## src/rtl/scroll_addr_pkg.sv

```systemverilog
package scroll_addr_pkg;

    localparam int VA_W = 15;

    typedef logic [VA_W-1:0] vaddr_t;

    typedef enum logic [1:0] {
        SEL_CTRL   = 2'd0,
        SEL_SCROLL = 2'd1,
        SEL_ADDR   = 2'd2,
        SEL_NONE   = 2'd3
    } reg_sel_e;

    typedef struct packed {
        logic rendering;
        logic xinc;
        logic yinc;
        logic hcopy;
        logic vcopy;
    } dot_ev_t;

    localparam vaddr_t HCOPY_MASK = 15'h041F;
    localparam vaddr_t VCOPY_MASK = 15'h7BE0;

    function automatic vaddr_t step_coarse_x(input vaddr_t a);
        vaddr_t r;
        r = a;
        if (a[4:0] == 5'd31) begin
            r[4:0] = 5'd0;
            r[10]  = ~a[10];
        end else begin
            r[4:0] = a[4:0] + 5'd1;
        end
        return r;
    endfunction

    function automatic vaddr_t step_y(input vaddr_t a);
        vaddr_t r;
        r = a;
        if (a[14:12] != 3'd7) begin
            r[14:12] = a[14:12] + 3'd1;
        end else begin
            r[14:12] = 3'd0;
            if (a[9:5] == 5'd29) begin
                r[9:5] = 5'd0;
                r[11]  = ~a[11];
            end else if (a[9:5] == 5'd31) begin
                r[9:5] = 5'd0;
            end else begin
                r[9:5] = a[9:5] + 5'd1;
            end
        end
        return r;
    endfunction

endpackage

```

## src/rtl/scroll_wr_regs.sv

```systemverilog
module scroll_wr_regs
    import scroll_addr_pkg::*;
(
    input  logic       clk,
    input  logic       rst_n,
    input  logic       reg_wr,
    input  logic [1:0] reg_sel,
    input  logic [7:0] reg_wdata,
    input  logic       stat_rd,
    output vaddr_t     t_q,
    output logic [2:0] fine_x_q,
    output logic       vstep_q,
    output logic       commit_load,
    output vaddr_t     commit_val
);

    typedef struct packed {
        vaddr_t     t;
        logic [2:0] fx;
        logic       tog;
        logic       vstep;
    } wr_state_t;

    wr_state_t st_d, st_q;
    reg_sel_e  sel;

    assign sel = reg_sel_e'(reg_sel);

    always_comb begin
        st_d        = st_q;
        commit_load = 1'b0;
        if (reg_wr) begin
            unique case (sel)
                SEL_CTRL: begin
                    st_d.t[11:10] = reg_wdata[1:0];
                    st_d.vstep    = reg_wdata[2];
                end
                SEL_SCROLL: begin
                    if (!st_q.tog) begin
                        st_d.fx     = reg_wdata[2:0];
                        st_d.t[4:0] = reg_wdata[7:3];
                    end else begin
                        st_d.t[14:12] = reg_wdata[2:0];
                        st_d.t[9:5]   = reg_wdata[7:3];
                    end
                    st_d.tog = ~st_q.tog;
                end
                SEL_ADDR: begin
                    if (!st_q.tog) begin
                        st_d.t[13:8] = reg_wdata[5:0];
                        st_d.t[14]   = 1'b0;
                    end else begin
                        st_d.t[7:0]  = reg_wdata;
                        commit_load  = 1'b1;
                    end
                    st_d.tog = ~st_q.tog;
                end
                default: ;
            endcase
        end
        if (stat_rd) begin
            st_d.tog = 1'b0;
        end
        commit_val = st_d.t;
    end

    always_ff @(posedge clk or negedge rst_n) begin
        if (!rst_n) begin
            st_q <= '0;
        end else begin
            st_q <= st_d;
        end
    end

    assign t_q      = st_q.t;
    assign fine_x_q = st_q.fx;
    assign vstep_q  = st_q.vstep;

    p_ctrl_page_r1: assert property (@(posedge clk) disable iff (!rst_n)
        (reg_wr && reg_sel == 2'd0) |=> (t_q[11:10] == $past(reg_wdata[1:0])));

    p_fine_x_r2: assert property (@(posedge clk) disable iff (!rst_n)
        (reg_wr && reg_sel == 2'd1 && !st_q.tog) |=> (fine_x_q == $past(reg_wdata[2:0])));

    p_addr_hi_clear_r3: assert property (@(posedge clk) disable iff (!rst_n)
        (reg_wr && reg_sel == 2'd2 && !st_q.tog) |=> (t_q[14] == 1'b0));

    p_toggle_clear_r4: assert property (@(posedge clk) disable iff (!rst_n)
        stat_rd |=> !st_q.tog);

    p_toggle_flip_r4: assert property (@(posedge clk) disable iff (!rst_n)
        (reg_wr && (reg_sel == 2'd1 || reg_sel == 2'd2) && !stat_rd)
        |=> (st_q.tog != $past(st_q.tog)));

endmodule

```

## src/rtl/scroll_dot_events.sv

```systemverilog
module scroll_dot_events
    import scroll_addr_pkg::*;
#(
    parameter int DOT_W     = 9,
    parameter int TILE_DOTS = 8,
    parameter int DOT_YINC  = 256,
    parameter int DOT_HCOPY = 257,
    parameter int DOT_VC_LO = 280,
    parameter int DOT_VC_HI = 304,
    parameter int DOT_PF_A  = 328,
    parameter int DOT_PF_B  = 336
) (
    input  logic             render_en,
    input  logic             line_visible,
    input  logic             line_prerender,
    input  logic [DOT_W-1:0] dot,
    output dot_ev_t          ev
);

    localparam int TILE_LSB = $clog2(TILE_DOTS);
    localparam logic [DOT_W-1:0] D_TILE  = DOT_W'(TILE_DOTS);
    localparam logic [DOT_W-1:0] D_YINC  = DOT_W'(DOT_YINC);
    localparam logic [DOT_W-1:0] D_HCOPY = DOT_W'(DOT_HCOPY);
    localparam logic [DOT_W-1:0] D_VC_LO = DOT_W'(DOT_VC_LO);
    localparam logic [DOT_W-1:0] D_VC_HI = DOT_W'(DOT_VC_HI);
    localparam logic [DOT_W-1:0] D_PF_A  = DOT_W'(DOT_PF_A);
    localparam logic [DOT_W-1:0] D_PF_B  = DOT_W'(DOT_PF_B);

    logic active;
    logic tile_edge;

    always_comb begin
        active    = render_en && (line_visible || line_prerender);
        tile_edge = (dot[TILE_LSB-1:0] == '0) && (dot >= D_TILE) && (dot <= D_YINC);
        ev.rendering = active;
        ev.xinc      = active && (tile_edge || dot == D_PF_A || dot == D_PF_B);
        ev.yinc      = active && (dot == D_YINC);
        ev.hcopy     = active && (dot == D_HCOPY);
        ev.vcopy     = active && line_prerender && (dot >= D_VC_LO) && (dot <= D_VC_HI);
    end

endmodule

```

## src/rtl/scroll_v_path.sv

```systemverilog
module scroll_v_path
    import scroll_addr_pkg::*;
#(
    parameter int COMMIT_DLY = 2
) (
    input  logic    clk,
    input  logic    rst_n,
    input  vaddr_t  t_q,
    input  logic    vstep_q,
    input  logic    commit_load,
    input  vaddr_t  commit_val,
    input  logic    data_acc,
    input  dot_ev_t ev,
    output vaddr_t  v_q
);

    localparam int CNT_W = $clog2(COMMIT_DLY + 1);
    localparam logic [CNT_W-1:0] CNT_LOAD = CNT_W'(COMMIT_DLY);
    localparam logic [CNT_W-1:0] CNT_FIRE = CNT_W'(1);

    typedef struct packed {
        vaddr_t           v;
        vaddr_t           cval;
        logic [CNT_W-1:0] cnt;
    } vp_state_t;

    vp_state_t st_d, st_q;
    vaddr_t    timed;
    logic      fire;

    always_comb begin
        st_d  = st_q;
        fire  = (st_q.cnt == CNT_FIRE);
        timed = st_q.v;
        if (ev.xinc)  timed = step_coarse_x(timed);
        if (ev.yinc)  timed = step_y(timed);
        if (ev.hcopy) timed = (timed & ~HCOPY_MASK) | (t_q & HCOPY_MASK);
        if (ev.vcopy) timed = (timed & ~VCOPY_MASK) | (t_q & VCOPY_MASK);

        if (fire) begin
            st_d.v = st_q.cval;
        end else if (data_acc) begin
            st_d.v = ev.rendering ? step_y(step_coarse_x(st_q.v))
                                  : st_q.v + (vstep_q ? 15'd32 : 15'd1);
        end else begin
            st_d.v = timed;
        end

        if (st_q.cnt != '0) begin
            st_d.cnt = st_q.cnt - CNT_W'(1);
        end
        if (commit_load) begin
            st_d.cnt  = CNT_LOAD;
            st_d.cval = commit_val;
        end
    end

    always_ff @(posedge clk or negedge rst_n) begin
        if (!rst_n) begin
            st_q <= '0;
        end else begin
            st_q <= st_d;
        end
    end

    assign v_q = st_q.v;

    p_commit_lands_r3: assert property (@(posedge clk) disable iff (!rst_n)
        (st_q.cnt == CNT_FIRE) |=> (v_q == $past(st_q.cval)));

    p_hcopy_r8: assert property (@(posedge clk) disable iff (!rst_n)
        (ev.hcopy && !data_acc && st_q.cnt != CNT_FIRE)
        |=> ((v_q & HCOPY_MASK) == ($past(t_q) & HCOPY_MASK)));

    p_data_step_r9: assert property (@(posedge clk) disable iff (!rst_n)
        (data_acc && !ev.rendering && st_q.cnt != CNT_FIRE)
        |=> (v_q == $past(v_q) + ($past(vstep_q) ? 15'd32 : 15'd1)));

    p_fine_y_r6: assert property (@(posedge clk) disable iff (!rst_n)
        (ev.yinc && !data_acc && st_q.cnt != CNT_FIRE && v_q[14:12] != 3'd7)
        |=> (v_q[14:12] == $past(v_q[14:12]) + 3'd1));

    p_quiet_r12: assert property (@(posedge clk) disable iff (!rst_n)
        (!data_acc && st_q.cnt != CNT_FIRE && !ev.xinc && !ev.yinc && !ev.hcopy && !ev.vcopy)
        |=> $stable(v_q));

endmodule

```

## src/rtl/scroll_fetch_addr.sv

```systemverilog
module scroll_fetch_addr
    import scroll_addr_pkg::*;
(
    input  vaddr_t      v_q,
    output logic [13:0] nt_fetch,
    output logic [13:0] at_fetch
);

    always_comb begin
        nt_fetch = {2'b10, v_q[11:0]};
        at_fetch = {2'b10, v_q[11:10], 4'b1111, v_q[9:7], v_q[4:2]};
    end

endmodule

```

## src/rtl/scroll_addr_reg.sv

```systemverilog
module scroll_addr_reg
    import scroll_addr_pkg::*;
#(
    parameter int DOT_W      = 9,
    parameter int COMMIT_DLY = 2
) (
    input  logic             clk,
    input  logic             rst_n,
    input  logic             reg_wr,
    input  logic [1:0]       reg_sel,
    input  logic [7:0]       reg_wdata,
    input  logic             stat_rd,
    input  logic             data_acc,
    input  logic             render_en,
    input  logic             line_visible,
    input  logic             line_prerender,
    input  logic [DOT_W-1:0] dot,
    output logic [14:0]      vaddr,
    output logic [2:0]       fine_x,
    output logic [13:0]      nt_fetch,
    output logic [13:0]      at_fetch
);

    vaddr_t  t_q;
    vaddr_t  v_q;
    vaddr_t  commit_val;
    logic    vstep_q;
    logic    commit_load;
    dot_ev_t ev;

    scroll_wr_regs u_wr (
        .clk         (clk),
        .rst_n       (rst_n),
        .reg_wr      (reg_wr),
        .reg_sel     (reg_sel),
        .reg_wdata   (reg_wdata),
        .stat_rd     (stat_rd),
        .t_q         (t_q),
        .fine_x_q    (fine_x),
        .vstep_q     (vstep_q),
        .commit_load (commit_load),
        .commit_val  (commit_val)
    );

    scroll_dot_events #(.DOT_W(DOT_W)) u_ev (
        .render_en      (render_en),
        .line_visible   (line_visible),
        .line_prerender (line_prerender),
        .dot            (dot),
        .ev             (ev)
    );

    scroll_v_path #(.COMMIT_DLY(COMMIT_DLY)) u_v (
        .clk         (clk),
        .rst_n       (rst_n),
        .t_q         (t_q),
        .vstep_q     (vstep_q),
        .commit_load (commit_load),
        .commit_val  (commit_val),
        .data_acc    (data_acc),
        .ev          (ev),
        .v_q         (v_q)
    );

    scroll_fetch_addr u_fa (
        .v_q      (v_q),
        .nt_fetch (nt_fetch),
        .at_fetch (at_fetch)
    );

    assign vaddr = v_q;

endmodule

```

## config.mk

```make
export PLATFORM = sky130hd
export DESIGN_NAME = scroll_addr_reg
export DESIGN_NICKNAME = d
export VERILOG_FILES = /design/src/rtl/scroll_addr_pkg.sv /design/src/rtl/scroll_wr_regs.sv /design/src/rtl/scroll_dot_events.sv /design/src/rtl/scroll_v_path.sv /design/src/rtl/scroll_fetch_addr.sv /design/src/rtl/scroll_addr_reg.sv
export SDC_FILE = /design/constraint.sdc
export NUM_CORES = 1
export LEC_CHECK = 0
export ABC_AREA = 1
export BUFFER_PORTS_ARGS = -buffer_cell sky130_fd_sc_hd__buf_2
export CAP_MARGIN = 20
export CORE_MARGIN = 2
export CORE_UTILIZATION = 45
export CTS_BUF_LIST = sky130_fd_sc_hd__clkbuf_8 sky130_fd_sc_hd__clkbuf_16
export DETAILED_ROUTE_END_ITERATION = 7
export PLACE_DENSITY = 0.66
export SYNTH_ARGS = -nofsm -noshare
export SYNTH_HDL_FRONTEND = slang
export SYNTH_SLANG_ARGS = --single-unit
```

## constraint.sdc

```tcl
create_clock -name clk -period 2.1 [get_ports clk]
set_clock_uncertainty 0.2 [all_clocks]
set_input_delay 0.21 -clock clk [delete_from_list [all_inputs] [get_ports clk]]
set_output_delay 0.21 -clock clk [all_outputs]
set_load 0.05 [all_outputs]
```

## After elaboration in Yosys (flattened, before gate mapping)

Index checks and enable logic that the tools add are counted.
Widths: inputs -> output; s select.

- Bits in registers: 52
- Latch bits: 0
- Bits in writable memories: 0
- Memory bits (read-only): 0
- Input bits: 27
- Output and inout port bits: 46
- Word-level logic and storage cells: 105
- Memories: 0

- Add/subtract/negate cells: 7
- Multipliers: 0
- Divide/modulo/power cells: 0
- $lt $le $gt $ge: 4
- Equality and inequality tests: 16
- Shifts and indexed selects: 0
- Mux-type cells: 40
- Bitwise operators: 6
- Reduce and logical (&&, ||, !) cells: 23

Operators with widths:

| cell | count |
|---|---|
| $mux 15 | 6 |
| $mux 5 | 8 |
| $eq 9x9->1 const B | 4 |
| $eq 5x5->1 const B | 5 |
| $mux 20 | 1 |
| $pmux 10 s2 | 1 |
| $le 9x9->1 const B | 2 |
| $mux 8 | 2 |
| $add 15x6->15 | 1 |
| $add 5x1->5 const B | 3 |
| $or 11x15->15 | 1 |
| $or 15x11->15 | 1 |
| $mux 3 | 4 |
| $mux 1 | 11 |
| $mux 11 | 1 |
| $ge 9x4->1 const B | 1 |
| $ge 9x9->1 const B | 1 |
| $logic_and 1x1->1 | 9 |
| $reduce_bool 2->1 | 4 |
| $mux 7 | 1 |
| $add 3x1->3 const B | 2 |
| $mux 6 | 1 |
| $ne 3x3->1 const B | 2 |
| $pmux 3 s2 | 1 |
| other kinds (14) | 23 |

## Longest topological paths before layout

Gate-level depths: netlist of the first run.

- Depth after elaboration: 18
- Gate-level depth with buffers: 14
- Mapped depth without buffers: 14

## Cells and area by module

A second synthesis of the first run with hierarchy kept.

- Cell total of the unflattened synthesis: 650
- Area total of the unflattened synthesis: 4509.3 sq um

By module, submodules not included:

| module | times used | cells an instance | area an instance (sq um) | seq. area each (sq um) |
|---|---|---|---|---|
| scroll_v_path | 1 | 367 | 2622.5 | 800.8 |
| scroll_wr_regs | 1 | 214 | 1476.4 | 500.5 |
| scroll_fetch_addr | 1 | 30 | 217.7 | 0.0 |
| scroll_dot_events | 1 | 39 | 192.7 | 0.0 |

## Worst setup path after synthesis of the first run

OpenSTA, ideal clock, no wires.

- Path kind: register to register
- Start: reg u_v.st_q (netlist bit u_v.v_q[0])
- End: reg u_v.st_q (netlist bit u_v.v_q[10])
- Setup time: 0.117 ns
- Arrival: 1.569 ns
- Required time: 1.783 ns
- Setup slack: 0.214 ns
- Stages on the path, launching flop included: 14
- Path buffers: 0
- Period minus slack after synthesis: 1.886 ns
- Cells stage by stage: dfrtp_1 ha_1 ha_1 nand3_1 inv_1 nand2_1 nand2_1 nand3_1 nand3_1 nand2_1 nand2_1 nand2_1 nor2_1 nor2_1

- Word-level cells in the longest chain between the ends: 9
- Elaborated cells between the ends (all ways): 11
- Classes of those cells: add/sub: 1; eq/ne: 1; mux: 8; bitwise: 1

RTL lines:

| item | RTL line | source |
|---|---|---|
| from (decl) | scroll_v_path.sv:27 | `vp_state_t st_d, st_q;` |
| from (signal assigned) | scroll_v_path.sv:62 | `st_q <= st_d;` |
| $eq 5x5->1 | scroll_addr_pkg.sv:28 | `if (a[4:0] == 5'd31) begin` |
| $mux 1 | - |  |
| $mux 11 | scroll_v_path.sv:35 | `if (ev.xinc) timed = step_coarse_x(timed);` |
| $mux 15 | scroll_v_path.sv:36 | `if (ev.yinc) timed = step_y(timed);` |
| $mux 15 | scroll_v_path.sv:37 | `if (ev.hcopy) timed = (timed & ~HCOPY_MASK) \| (t_q & HCOPY_MASK);` |
| $or 11x15->15 | scroll_v_path.sv:38 | `if (ev.vcopy) timed = (timed & ~VCOPY_MASK) \| (t_q & VCOPY_MASK);` |
| $mux 15 | scroll_v_path.sv:38 |  |
| $mux 15 (*) | scroll_v_path.sv:42 | `end else if (data_acc) begin` |
| $mux 15 (*) | scroll_v_path.sv:40 | `if (fire) begin` |

Every way passes the cells marked *; elsewhere a longest branch is shown, timed or not.
A chain may end at the register's enable or synchronous reset.

## Worst setup path in the final report of the first run

- Start: reg u_v.st_q (netlist bit u_v.v_q[0])
- End: reg u_v.st_q (netlist bit u_v.v_q[3])

- Word-level cells in the longest chain between the ends: 9
- Elaborated cells between the ends (all ways): 12
- Classes of those cells: add/sub: 2; eq/ne: 1; mux: 8; bitwise: 1

RTL lines:

| item | RTL line |
|---|---|
| $add 5x1->5 / $eq 5x5->1 (equally long branches) | scroll_addr_pkg.sv:32, scroll_addr_pkg.sv:28 |
| $mux 5 | scroll_addr_pkg.sv:28 |
| $mux 11 | scroll_v_path.sv:35 |
| $mux 15 | scroll_v_path.sv:36 |
| $mux 15 | scroll_v_path.sv:37 |
| $or 11x15->15 | scroll_v_path.sv:38 |
| $mux 15 | scroll_v_path.sv:38 |
| $mux 15 (*) | scroll_v_path.sv:42 |
| $mux 15 (*) | scroll_v_path.sv:40 |

Marked as above.

==> out/metrics.cfg, run 1 <==
[logic_synthesis]
yosysTopAreaCell = dfrtp_1
yosys.area.top_type_share_pct = 29.6
synth_edf_count = 0
synth-simple-area-share_pct = 37.9
synth_cell_types = 42
synthTopCellsByArea = dfrtp_1 30%, nand2_1 15%, nand3_1 8.2%, buf_4 7.8%, inv_1 6.5%
ys.flop_type = dfrtp_1
syn_area_mm2 = 0.00440
async_reset_ff_share_pct = 100
synthCells = 647
synth-compound-area-share_pct = 9.63
yosys_warnings = 0
synth_top_family_by_area = simple AND/OR/NAND/NOR gates
synthMuxAreaShare_pct = 0
ys_seq_area_share_pct = 29.6
synthesis.area_per_instance_um2 = 6.81
synth_seq_cells = 52
synth_adder_area_share_pct = 4.26
yosys.area_share.xor_xnor_pct = 1.39

[critical_path]
critical_path_required_ns = 2.13
reg2reg_from = u_v.v_q[0]
r2r-end = u_v.v_q[3]
endpoint_kind = flop
critPathMaxFanout = 4
critPathBufInv = 1
max_stage_delay_ns = 0.46
crit_chain = ha_2, nand2_1, nor2_1, ha_2, inv_1, nand3_1, o21ai_0, nand2_1, nand2_1, a21oi_1, a21oi_1
slowest_stage = dfrtp_2
cp_top_family = flip-flops
r2r_slack_ns = 0.07
cp.arrival_ns = 2.05
reg2regPathDepth = 11
cp-start-kind = flop
crit_type = flop to flop
crit_top_cell = nand2_1

[floorplan]
start_util_pct = 45.7
core_area_mm2 = 0.00964
die_x_um = 103
die_h_um = 103
ios = 73
dieArea_mm2 = 0.0106
rows = 36

[sta]
fmax_mhz = 494
period_minus_slack_ns = 2.03
fin_hold_ws_ns = 0.0168
setup_viol = 0
rsz0062_at_grt = true
maxSlewViolCount = 0
post-route-period-util_pct = 96.5
hold_viol_final = 0

[routing]
vias = 4237
dr.pass1.iters = 4
drt_iter0_markers = 291
wl_um = 11900
drc = 0
avgRoutedWirePerCell_um = 14.3
via_per_inst = 5.11
final_antenna_net_count = 0

[pwr]
ir_worst_vdd_uv = 820
pwr-share-clk_pct = 12.1
power.density_mw_per_mm2 = 1340
netSwitchingPower_mw = 3.59
pwr-share-seq_pct = 24.6
sw_frac_of_total_pct = 53.9
p_leak_nw = 2.57
p_int_mw = 3.06
pwr-share-comb_pct = 63.3

[clock_tree]
clk_pin_slew_ns = 0.09
cts_tree = built
cts-root-buf = clkbuf_8
htree_levels = 2
clockBufferDepth = 2
cts_sinks = 52
clk_latency_ns = 0.31
cts_buffers = 5

[global_route]
grt_pass1_vias = 3912
grt_pass1_wl_um = 19300
grt_max_degree = 53
antenna_found_initial = 1
grt.total_usage_pct = 23.2
grt-ovfl-total = 0

[finish]
antenna_cells = 0
regArea_mm2 = 0.00131
area_growth_pct = 12.5
fin_nets = 738
stdcell_count = 829
multi_input_comb_area_mm2 = 0.00245
drive_gt1_share_pct = 23.6
n_fill_cell = 996

[min_path]
hold_end = u_wr.t_q[12]
hp-class = input port to flop
hold-path-cell-count = 3
min_from = reg_wdata[4]

[job]
cap_violations = 0

[placement]
dp_hpwl_um = 9360
port_buffers = 64
placed_cells = 812
gp_congestion = 0.925

[status]
outcome = completed

power groups by stage:
stage / Clock [mW] / Combinational, mW / Sequential, mW
final: 0.805 / 4.21 / 1.64
after global routing: 0.862 / 4.59 / 1.69
after detailed placement: 0 / 3.98 / 1.64
after global placement: 0 / 3.97 / 1.63
after CTS: 0.828 / 4.01 / 1.62
after floorplan: 0 / 3.44 / 1.58
state kept, by name, summed over array words and instances, names as in the netlist:
signal / count
u_v.st_q: 17
u_v.v_q: 15
u_wr.fine_x_q: 3
u_wr.st_q: 1
u_wr.t_q: 15
u_wr.vstep_q: 1
cells in the mapped netlist, types with 2 or more instances:
master,count
a22oi_1,2
nand3b_1,5
nor3_1,10
o21ai_1,2
nand2_1,179
nand3_4,4
a31oi_1,2
a21oi_1,15
nand2_2,4
o211ai_1,4
nand2_4,5
nor2_1,53
nand3_2,2
dfrtp_1,52
clkbuf_1,2
o21ai_0,32
nand4_1,6
ha_1,15
a32oi_1,5
nor2_2,10
nand3_1,72
xor2_1,5
nor2_4,5
inv_4,2
xnor2_1,2
conb_1,2
clkbuf_8,2
inv_2,6
buf_2,8
inv_1,76
a21oi_2,2
buf_4,46
cell usage in the layout (no fill, tap or decap), drive strengths merged:
cell           n
bufinv         2
and3           1
nor4           1
xor2           5
o221ai         1
nand2        188
o22ai          1
buf           91
nand4          6
clkbuf         5
conb           8
a22oi          2
a211oi         1
nand3         78
dlygate4sd3    4
xnor2          2
ha            15
o21ai         35
nand3b         5
nor3          11
a32oi          5
a31oi          2
o211ai         4
a31o           1
o31ai          1
dfrtp         52
a21oi         17
inv           84
nor2          68
worst max path at each step:
stage / slack (ns) / depth (start not counted) / from / to
final: 0.07 / 11 / u_v.v_q[0] / u_v.v_q[3]
after global routing: -0.05 / 11 / u_v.v_q[0] / u_v.v_q[2]
after CTS: 0.03 / 12 / u_v.v_q[5] / u_v.v_q[14]
after detailed placement: 0.06 / 12 / u_v.v_q[5] / u_v.v_q[14]
after global placement: 0.06 / 12 / u_v.v_q[5] / u_v.v_q[14]
after floorplan: 0.21 / 13 / u_v.v_q[0] / u_v.v_q[10]
logic make-up after synthesis:
kind of cell               count (synthesis)
and+or+nand+nor                          358
DFF                                       52
buffers and inverters                    143
other                                      2
AOI/OAI and AO/OA                         70
adders and majority gates                 15
xor gates and xnor gates                   7
per-layer routing:
layer  wire length (µm)  share of wire (%)  global-route usage, %  up-vias
met4                212                1.8                   6.38        2
li1                   -                  -                      -     2126
met2               5470                 46                   37.2      163
met5                 13               0.11                      0        -
met1               5510                 46                   33.0     1925
met3                689                5.8                   3.32       21
area by class of cell:
| type | instances | area share, % |
|---|---|---|
| sequential | 52 | 26.4 |
| timing repair buffer | 95 | 11.6 |
| multi-input combinational | 458 | 49.5 |
| tap | 133 | 3.36 |
| inverter | 84 | 6.47 |
| clock buffer | 5 | 1.39 |
| clock inverter | 2 | 1.21 |
stage by stage:
step                      TNS, ns  power, mW  worst slack [ns]  instance area (µm²)  utilization [%]
after detailed placement        0       5.62            0.0566                 4650             48.2
after CTS                       0       6.45            0.0338                 4820             50.0
after global routing      -0.0964       7.14           -0.0492                 4950             51.4
final                           0       6.65            0.0737                 4950             51.4
after floorplan                 0       5.02             0.214                 4430                -
after global placement          0       5.60            0.0602                 4650             48.2
tightest hold or removal path: stages:
cell     delay, ns
buf_2         0.12
nand3_1       0.08
nand2_1       0.07
timing repair:
item	CTS	global route
endpoints found under the hold margin	55	0
hold buffers	4	0
setup buffers	0	6
setup endpoints to repair	0	11
resized for setup	0	26
Note: power is estimated with default switching activity, not from simulation.
==> inputs of run 2 (changes only) <==
--- a/config.mk
+++ b/config.mk
@@ -6,7 +6,7 @@
 export NUM_CORES = 1
 export LEC_CHECK = 0
 export ABC_AREA = 1
-export BUFFER_PORTS_ARGS = -buffer_cell sky130_fd_sc_hd__buf_2
+export BUFFER_PORTS_ARGS = -buffer_cell sky130_fd_sc_hd__buf_4
 export CAP_MARGIN = 20
 export CORE_MARGIN = 2
 export CORE_UTILIZATION = 45
==> out/metrics.cfg, run 2 (synthesized netlist as in run 1, its figures left out) <==
[pwr]
p_int_mw = 3.07  ; +0.29%
p_leak_nw = 2.63  ; +2.4%
power.density_mw_per_mm2 = 1320  ; -2.0%
pwr-share-comb_pct = 66.8  ; +3.5 points
sw_frac_of_total_pct = 54.2  ; +0.30 points
pwr-share-clk_pct = 9.1  ; -3.0 points
power_mw = 6.71  ; +0.94%
netSwitchingPower_mw = 3.64  ; +1.5%
ir_worst_vdd_uv = 638  ; -22%
pwr-share-seq_pct = 24.1  ; -0.5 points

[routing]
drt_iter0_markers = 297  ; +2.1%
drc = 0  ; unchanged
dr.pass1.iters = 5  ; +1
wl_um = 11900  ; about the same
vias = 4301  ; +1.5%
avgRoutedWirePerCell_um = 14.2  ; -0.93%
via_per_inst = 5.14  ; +0.54%
final_antenna_net_count = 0  ; unchanged

[critical_path]
slowest_stage = dfrtp_1
crit_type = flop to flop
cp.arrival_ns = 2.04  ; about the same
critical_path_required_ns = 2.11  ; -0.02 ns
reg2reg_from = u_v.v_q[0]
crit_chain = ha_1, nand2_1, nor2_1, ha_2, inv_1, nand3_1, nor2_1, o21ai_0, o21ai_0, a21oi_1, a21oi_1
worstSetupStartpoint = u_v.v_q[0]
critPathMaxFanout = 3  ; -1
cp-start-kind = flop
max_stage_delay_ns = 0.44  ; -0.02 ns
endpoint_kind = flop

[sta]
rsz0062_at_grt = true
maxSlewViolCount = 0  ; unchanged
hold_viol_final = 0  ; unchanged
relSlewSlack_pct = 55.9
setup_viol = 0  ; unchanged
period_minus_slack_ns = 2.03  ; +0.00553 ns
layout_setup_ws_ns = 0.0682  ; -0.00553 ns
fin_hold_ws_ns = 0.0255  ; +0.00872 ns
worst_pin_slew_ns = 0.661
fmax_mhz = 492  ; -0.27%
fin_setup_tns_ns = 0  ; unchanged
post-route-period-util_pct = 96.8  ; +0.26 points

[min_path]
hp-class = input port to flop
min_from = reg_wdata[1]

[floorplan]
core_area_mm2 = 0.00964  ; unchanged
start_util_pct = 45.7  ; unchanged
ios = 73  ; unchanged
rows = 36  ; unchanged
die_x_um = 103  ; unchanged
die_h_um = 103  ; unchanged
dieArea_mm2 = 0.0106  ; unchanged

[global_route]
grt_pass1_wl_um = 19300  ; +0.18%
antenna_found_initial = 0  ; -1
grt_max_degree = 53  ; unchanged
grt-ovfl-total = 0  ; unchanged
grt.total_usage_pct = 23.3  ; +0.086 points
grt_pass1_vias = 3952  ; +1.0%

[clock_tree]
clockBufferDepth = 2  ; unchanged
cts-root-buf = clkbuf_8
cts_buffers = 5  ; unchanged
htree_levels = 2  ; unchanged
cts_sinks = 52  ; unchanged
clk_latency_ns = 0.32  ; about the same
clk_pin_slew_ns = 0.10  ; about the same
cts_tree = built

[placement]
dp_hpwl_um = 9350  ; -0.21%
place_ws_ns = 0.129  ; +0.0721 ns
placed_cells = 816  ; +0.49%
port_buffers = 64  ; unchanged
gp_congestion = 0.947  ; +2.4%
place_area_mm2 = 0.00483  ; +3.8%

[finish]
fin_area_mm2 = 0.00510  ; +3.0%
stdcell_count = 837  ; +0.97%
multi_input_comb_area_mm2 = 0.00243  ; -0.87%
final_cell_mix = 177 x nand2_1, 93 x buf_4, 76 x inv_1, 71 x nand3_1, 51 x nor2_1
final_common_cell = nand2_1
area_growth_pct = 15.9
regMostFlops = u_v.st_q
post-route-util_pct = 52.9  ; +1.6 points
antenna_cells = 0  ; unchanged
largest_reg_flops = 17  ; unchanged
drive_gt1_share_pct = 22.3  ; -1.3 points
n_fill_cell = 964  ; -3.2%
fin_nets = 745  ; +0.95%
regArea_mm2 = 0.00131  ; -0.19%

[status]
outcome = completed

[job]
cap_violations = 0  ; unchanged

-- run 2: changes by cell type in the layout (fill, tap and decap cells not counted), moves of 3 or more --
cell and delta:
nand2_1 +3, nand2_2 -3, dlygate4sd3_1 +5, buf_2 -64
buf_4 +67
-- run 2: power by group through the flow --
stage | registers [mW] | clock network (mW) | logic [mW]
6_report | 1.62 | 0.612 | 4.48
5_1_grt | 1.66 | 0.666 | 4.88
4_1_cts | 1.59 | 0.624 | 4.34
3_5_place_dp | 1.61 | 0 | 4.29
3_3_place_gp | 1.59 | 0 | 4.30
2_1_floorplan | 1.58 | 0 | 3.44
-- run 2: what timing repair did --
action	in CTS	in global routing
buffers inserted	0	4
hold buffers	9	0
resized for setup	0	16
setup endpoints to repair	0	11
endpoints found under the hold margin	58	0
-- run 2: layer usage --
| layer | share of wire, % | vias to the layer above | routed length [µm] | global-route usage, % |
|---|---|---|---|---|
| met5 | 0 | - | 0 | 0 |
| met4 | 1.2 | 0 | 148 | 5.57 |
| met3 | 6.2 | 11 | 738 | 3.39 |
| met2 | 47 | 160 | 5570 | 38.2 |
| met1 | 46 | 1995 | 5430 | 32.6 |
| li1 | - | 2135 | - | - |
-- run 2: worst max-delay path, delay by kind of cell, from the launching register on --
family          cells  cell delay [ns]
compound gates      4             0.46
fa+ha+maj           2             0.44
buf+inv             1             0.06
flops               1             0.44
simple gates        4             0.35
-- run 2: path summary, 6_finish.rpt --
path	endpoint	slack, ns	depth (start not counted)
worst max-delay path	u_v.v_q[2]	0.07	11
worst min-delay path	u_wr.fine_x_q[1]	0.03	3
worst max register to register	u_v.v_q[2]	0.07	11
worst min register to register	u_v.st_q[10]	0.30	2
max in group asynchronous	u_wr.st_q[1]	0.97	2
min in group asynchronous	u_v.v_q[14]	0.25	2
-- run 2: final cells by class --
| class | instances | area share (%) |
|---|---|---|
| clock buffer | 5 | 1.35 |
| timing repair buffer | 102 | 15.4 |
| multi-input combinational | 458 | 47.7 |
| inverter | 84 | 6.28 |
| clock inverter | 3 | 0.417 |
| sequential | 52 | 25.6 |
| tap | 133 | 3.26 |
